**src/rtl/sfm_pkg.sv**
```systemverilog
package sfm_pkg;
    typedef enum logic [1:0] {
        MODE_BEFORE = 2'd0,
        MODE_INCL   = 2'd1,
        MODE_ONLY   = 2'd2,
        MODE_RSVD   = 2'd3
    } mode_e;

    typedef enum logic [1:0] {
        ST_SET  = 2'd0,
        ST_DONE = 2'd1,
        ST_GAP  = 2'd2
    } scan_e;
endpackage

```
**src/rtl/sfm_cell.sv**
```systemverilog
module sfm_cell
    import sfm_pkg::*;
(
    input  scan_e state_i,
    input  logic  act_i,
    input  logic  src_i,
    input  mode_e mode_i,
    output logic  dst_o,
    output scan_e state_o
);
    logic hit_val;
    logic miss_val;

    // Value written at the first active 1 and at active 0s before it.
    always_comb begin
        hit_val  = 1'b0;
        miss_val = 1'b0;
        unique case (mode_i)
            MODE_BEFORE: begin hit_val = 1'b0; miss_val = 1'b1; end
            MODE_INCL:   begin hit_val = 1'b1; miss_val = 1'b1; end
            MODE_ONLY:   begin hit_val = 1'b1; miss_val = 1'b0; end
            MODE_RSVD:   begin hit_val = 1'b0; miss_val = 1'b0; end
        endcase
    end

    // Next-state and output of one element of the scan.
    always_comb begin
        dst_o   = 1'b0;
        state_o = state_i;
        if (!act_i) begin
            state_o = ST_GAP;          // gap
        end else begin
            unique case (state_i)
                ST_SET, ST_GAP: begin
                    if (src_i) begin
                        dst_o   = hit_val;
                        state_o = ST_DONE; // found
                    end else begin
                        dst_o   = miss_val;
                        state_o = ST_SET;  // stay / resume
                    end
                end
                ST_DONE: begin
                    dst_o   = 1'b0;
                    state_o = ST_DONE;     // stay
                end
                default: begin
                    dst_o   = 1'b0;
                    state_o = ST_DONE;
                end
            endcase
        end
    end
endmodule

```
**src/rtl/sfm_chain.sv**
```systemverilog
module sfm_chain
    import sfm_pkg::*;
#(
    parameter int N = 8
) (
    input  logic [N-1:0] src_i,
    input  logic [N-1:0] act_i,
    input  logic         pred_en_i,
    input  mode_e        mode_i,
    output logic [N-1:0] dst_o
);
    scan_e st [N+1];

    // Starts setting unless the predicate is in use and bit 0 is off.
    assign st[0] = (!pred_en_i || act_i[0]) ? ST_SET : ST_GAP;

    for (genvar g = 0; g < N; g++) begin : g_elem
        sfm_cell u_cell (
            .state_i (st[g]),
            .act_i   (act_i[g]),
            .src_i   (src_i[g]),
            .mode_i  (mode_i),
            .dst_o   (dst_o[g]),
            .state_o (st[g+1])
        );
    end
endmodule

```
**src/rtl/sfm_setfirst.sv**
```systemverilog
module sfm_setfirst
    import sfm_pkg::*;
#(
    parameter int N = 8
) (
    input  logic         clk,
    input  logic         rst_n,
    input  logic         valid_i,
    input  logic [N-1:0] src_i,
    input  logic [N-1:0] pred_i,
    input  logic         pred_en_i,
    input  logic [1:0]   mode_i,
    output logic         valid_o,
    output logic [N-1:0] dst_o
);
    localparam logic [N-1:0] ALL_ON = {N{1'b1}};

    logic [N-1:0] act;
    logic [N-1:0] scan_dst;
    mode_e        mode;

    assign act  = pred_en_i ? pred_i : ALL_ON;
    assign mode = mode_e'(mode_i);

    sfm_chain #(.N(N)) u_chain (
        .src_i     (src_i),
        .act_i     (act),
        .pred_en_i (pred_en_i),
        .mode_i    (mode),
        .dst_o     (scan_dst)
    );

    always_ff @(posedge clk or negedge rst_n) begin
        if (!rst_n) begin
            valid_o <= 1'b0;
            dst_o   <= '0;
        end else begin
            valid_o <= valid_i;
            if (valid_i) begin
                dst_o <= scan_dst;
            end
        end
    end

    p_valid_lat_r8: assert property (@(posedge clk) disable iff (!rst_n)
        valid_i |=> valid_o);
    p_valid_idle_r8: assert property (@(posedge clk) disable iff (!rst_n)
        !valid_i |=> !valid_o);
    p_hold_r8: assert property (@(posedge clk) disable iff (!rst_n)
        !valid_i |=> $stable(dst_o));
    p_inactive_zero_r5: assert property (@(posedge clk) disable iff (!rst_n)
        (valid_i && pred_en_i) |=> ((dst_o & ~$past(pred_i)) == '0));
    p_only_onehot_r4: assert property (@(posedge clk) disable iff (!rst_n)
        (valid_i && !pred_en_i && mode_i == 2'd2) |=> $onehot0(dst_o));
    p_rsvd_zero_r10: assert property (@(posedge clk) disable iff (!rst_n)
        (valid_i && mode_i == 2'd3) |=> (dst_o == '0));
endmodule

```
**config.mk**
```make
export PLATFORM = sky130hd
export DESIGN_NAME = sfm_setfirst
export DESIGN_NICKNAME = d
export VERILOG_FILES = /design/src/rtl/sfm_pkg.sv /design/src/rtl/sfm_cell.sv /design/src/rtl/sfm_chain.sv /design/src/rtl/sfm_setfirst.sv
export SDC_FILE = /design/constraint.sdc
export NUM_CORES = 1
export LEC_CHECK = 0
export BUFFER_PORTS_ARGS = -buffer_cell sky130_fd_sc_hd__buf_2
export CAP_MARGIN = 40
export CORE_MARGIN = 2
export CORE_UTILIZATION = 30
export CTS_CLUSTER_SIZE = 16
export DETAILED_ROUTE_END_ITERATION = 12
export PLACE_DENSITY = 0.62
export SLEW_MARGIN = 15
export SYNTH_ARGS = -nofsm -noshare
export SYNTH_HDL_FRONTEND = slang
export SYNTH_SLANG_ARGS = --single-unit
```
**constraint.sdc**
```tcl
create_clock -name clk -period 1.1 [get_ports clk]
set_clock_uncertainty 0.2 [all_clocks]
set_input_delay 0.11 -clock clk [delete_from_list [all_inputs] [get_ports clk]]
set_output_delay 0.11 -clock clk [all_outputs]
set_load 0.02 [all_outputs]
```
* Yosys cells after proc, flatten, opt, wreduce, memory -nomap -nowiden
Cells that the tools add are included.
** Storage, ports and cells
- Bits in registers :: 9
- Bits of input ports :: 22
- Word-level logic and storage cells :: 85
** Operators by class
- Eq/ne operators :: 11
- Mux-type cells :: 49
- Reductions and logical operators :: 23
** Operators with widths (number)
- $mux 1 :: 31
- $mux 2 :: 15
- $reduce_or 2->1 :: 12
- $eq 2x2->1 const B :: 10
- $logic_not 2->1 :: 9
- $mux 8 :: 1
- $pmux 1 s2 :: 2
- $eq 2x1->1 const B :: 1
- $logic_not 1->1 :: 1
- $logic_or 1x1->1 :: 1

* Logic depth before layout (Yosys ltp)
- Depth in word-level cells :: 35
- Depth in mapped cells :: 6

* By module
A second synthesis with hierarchy kept.
** Unflattened totals
- Cells, all modules :: 100
- Area, all modules :: 954.7 µm²
** By module, submodules not included
- sfm_cell :: times used 8, cells each 9, area an instance 66.3 µm², sequential area each 0.0 µm²
- sfm_setfirst :: times used 1, cells each 26, area an instance 406.6 µm², sequential area each 225.2 µm²
- sfm_chain :: times used 1, cells each 2, area an instance 17.5 µm², sequential area each 0.0 µm²

* Worst setup path after synthesis
No wires, ideal clock.
- Kind :: in2reg
- Start point :: input mode_i[0]
- End point :: register dst_o[2]
- Library setup time :: 0.101 ns
- Arrival :: 1.048 ns
- Data required time :: 0.799 ns
- Setup slack :: -0.248 ns
- Cell stages on the path :: 5
- Cells stage by stage :: inv_1 > ha_1 > or2_1 > mux2_2 > o32ai_1
** On the way
- Word-level cells in the longest chain between the ends :: 6
** RTL lines
- start: declaration :: RTL line sfm_setfirst.sv:12 : input logic [1:0] mode_i,
- $eq 2x2->1 (tied with other cells) :: RTL line sfm_cell.sv:18 : unique case (mode_i)
- $reduce_or 2->1 (no line)
- $pmux 1 s2 :: RTL line sfm_cell.sv:18
- $mux 1 * :: RTL line sfm_cell.sv:35 : if (src_i) begin
- $mux 1 * :: RTL line sfm_cell.sv:33 : unique case (state_i)
- $mux 1 * :: RTL line sfm_cell.sv:30 : if (!act_i) begin
- end signal: assignment :: RTL line sfm_setfirst.sv:40 : dst_o <= scan_dst;
- end: declaration :: RTL line sfm_setfirst.sv:14 : output logic [N-1:0] dst_o
Mark *: on every way between the ends. The rest lies on a longest branch, timed or not.
A chain may end at the register's enable or synchronous reset.

* Final worst setup path
Same ends and word-level chain as after synthesis.

==> results.toml <==
[worst_setup_path]
critPathKind = "input port to flop"
reg2reg_slack_ns = 0.01
slowest_delay_ns = 0.27
r2r-start = "dst_o[7]"
path_buf_inv = 1
crit_fanout = 4
crit_chain = "buf_12, ha_4, or2_4, mux2_4, o32ai_2"
cp.arrival_ns = 1.11
setup.worst_path.start_class = "input port"
r2r-end = "dst_o[7]"
cp_top_family = "simple AND/OR/NAND/NOR gates"
r2r_cells = 3
required_ns = 1.07
slowest_stage = "or2_4"
critPathCaptureType = "flop"

[cts]
cts_tree = "yes"
cts-root-buf = "clkbuf_4"
numCtsBuffers = 3
clkSinkCount = 9
h-tree-depth = 1
clkLatencyLatePin_ns = 0.26
clockBufferDepth = 2
cts.reportedPaths.clkPinSlew_ns = 0.06

[logic_synthesis]
synth_cell_types = 30
ys_seq_area_frac = 0.345
synthTopCellsByArea = "dfrtp_1 34%, mux2i_1 4.6%, a22o_1 4.0%, ha_1 3.8%, mux2_2 3.4%"
synth_warnings = 0
syn-instance-count = 71
synth_top_area_share = 0.345
ys_ff_latch = 9
avgSynthCellArea_um2 = 9.20
synth_nets = 95
yosys.area.top_type = "dfrtp_1"
syn_area_um2 = 653

[placed_design]
port_buffers = 30
dpl.hpwl_mm = 1.50
gp_congestion = 0.889

[power_and_ir_drop]
combPwrFrac = 0.413
p_int_uw = 756
power_density_mw_per_mm2 = 959
irDropWorstVdd_mv = 0.421
clkPwrFrac = 0.236
p_leak_nw = 0.548
p_total_mw = 1.11
pwr-share-seq = 0.351
sw_frac_of_total = 0.316
switchingPower_uw = 349

[timing]
setup-violations-final = 7
fin_crit_sh = 1.04
drv_slew = 0
maxSlewHeadroom = 0.783
whs_ns = -0.00293
period_needed_ns = 1.14
fmax_ghz = 0.878
grt_setup_unrepaired = "true"
hold_violations = 1
setup_slack_ns = -0.0394
max_slew.worst_pin.slew_ns = 0.325

[die]
dieWidth_um = 50.7
die_y_um = 50.7
ios = 31
start_util = 0.326
placeableCoreArea_mm2 = 0.00200
num_rows = 16
dieArea_mm2 = 0.00257

[finish]
drive_above_1_share = 0.545
area_delta_synth_final_pct = 76.4
final_cell_mix = "20 x buf_2, 18 x buf_4, 9 x dfrtp_1, 9 x buf_6, 6 x nand2_1"
final_util = 0.576
fin_nets = 148
num_antenna_cells = 0
final_common_cell = "buf_2"

[global_routing]
grt_use_met2 = 0.254
groute.usage.overall = 0.156
use_met1 = 0.212
grt_max_degree = 10
grt_pass1_vias = 710
grtUsageMet3 = 0.0119
overflow = 0
antenna_found_initial = 0
grt_pass1_wl_mm = 3.02
grt.busiest_layer = "met2"

[outcome]
outcome = "finished, violations left"
violations = "negative hold slack, negative setup slack"

[drt]
drt_iter0_drc = 19
first_pass_iters = 6
wl_per_cell_um = 12.8
antenna_left = 0
drc = 0
finalWirelength_mm = 1.92
vias = 747
viasPerCell = 4.98

[min_path]
hold_path.class = "input port to flop"
min_to = "dst_o[7]"
min_from = "pred_i[5]"
hold-path-cell-count = 4

[run]
maxCapViolCount = 0
cell usage after synthesis:
cell type	count
ha_1	2
nand3_1	1
a31oi_1	2
or3_1	2
o221ai_1	1
o2111ai_1	1
o32ai_1	1
nand2b_1	3
mux2_2	2
o31ai_2	1
o21ai_0	4
a2111oi_0	2
inv_1	4
or2b_1	2
nor3_2	1
a211o_1	1
buf_6	1
nor3b_2	1
o2bb2ai_1	1
dfrtp_1	9
buf_2	1
or2_1	1
nor2b_1	3
nor2_1	6
a22o_1	3
a21oi_1	4
a311oi_1	1
mux2i_1	3
nand2_1	6
nor2b_4	1
kinds of logic after synthesis:
| group | Yosys count | share of synthesized area |
|---|---|---|
| flip-flops | 9 | 0.345 |
| AO/OA/AOI/OAI | 22 | 0.247 |
| AND/OR/NAND/NOR | 27 | 0.241 |
| buffers and inverters | 6 | 0.0479 |
| adder cells (fa/ha/maj) | 2 | 0.0383 |
| multiplexers | 5 | 0.0805 |
worst max-delay path by stage:
stage              start  endpoint  slack [ns]  cells past startpoint
6_report       mode_i[0]  dst_o[2]       -0.04                      5
5_1_grt         dst_o[7]  dst_o[7]       -0.10                      3
4_1_cts        mode_i[0]  dst_o[2]       -0.04                      5
3_5_place_dp   mode_i[0]  dst_o[6]       -0.40                      6
3_3_place_gp   mode_i[0]  dst_o[6]       -0.37                      6
2_1_floorplan  mode_i[0]  dst_o[2]       -0.15                      5
state kept, by name, summed over array words and instances (netlist names):
name	cells
dst_o	8
valid_o	1
power by group through the flow:
| stage | Clock [mW] | Sequential (mW) | Combinational (mW) |
|---|---|---|---|
| 4_1_cts | 0.264 | 0.388 | 0.435 |
| 3_3_place_gp | 0 | 0.386 | 0.356 |
| 3_5_place_dp | 0 | 0.387 | 0.362 |
| 5_1_grt | 0.280 | 0.392 | 0.493 |
| 2_1_floorplan | 0 | 0.428 | 0.157 |
| 6_report | 0.261 | 0.388 | 0.456 |
layer usage:
metal | vias up | part of all wire
li1 | 366 | -
met1 | 338 | 0.46
met2 | 40 | 0.46
met3 | 3 | 0.072
met4 | 0 | 0.0094
met5 | - | 0
cell type report:
type | count | area, um^2
tap | 27 | 33.8
sequential | 9 | 225
fill | 195 | 850
inverter | 4 | 22.5
multi-input combinational | 56 | 468
clock buffer | 4 | 26.3
timing repair buffer | 50 | 377
worst register-to-register path, delay by kind of cell, from the launching register on:
family	cells	cell delay, ns
compound gates	2	0.34
simple gates	1	0.08
flops	1	0.40
through the flow:
stage | instance area [um^2] | setup WS (ns) | TNS (ns) | instances
final | 1150 | -0.0394 | -0.110 | 150
after global placement | 966 | -0.371 | -2.39 | 140
after CTS | 1120 | -0.0422 | -0.0931 | 149
after global routing | 1150 | -0.102 | -0.470 | 150
after floorplan | 693 | -0.147 | -0.590 | 71
after detailed placement | 966 | -0.404 | -2.62 | 140
what timing repair did:
action,in CTS,in global routing
pin swaps,1,1
gates resized for setup,24,7
hold buffers,2,0
setup buffers,3,1
endpoints found under the setup margin,15,14
endpoints found under the hold margin,12,0
Power figures use the tool's default switching activity.
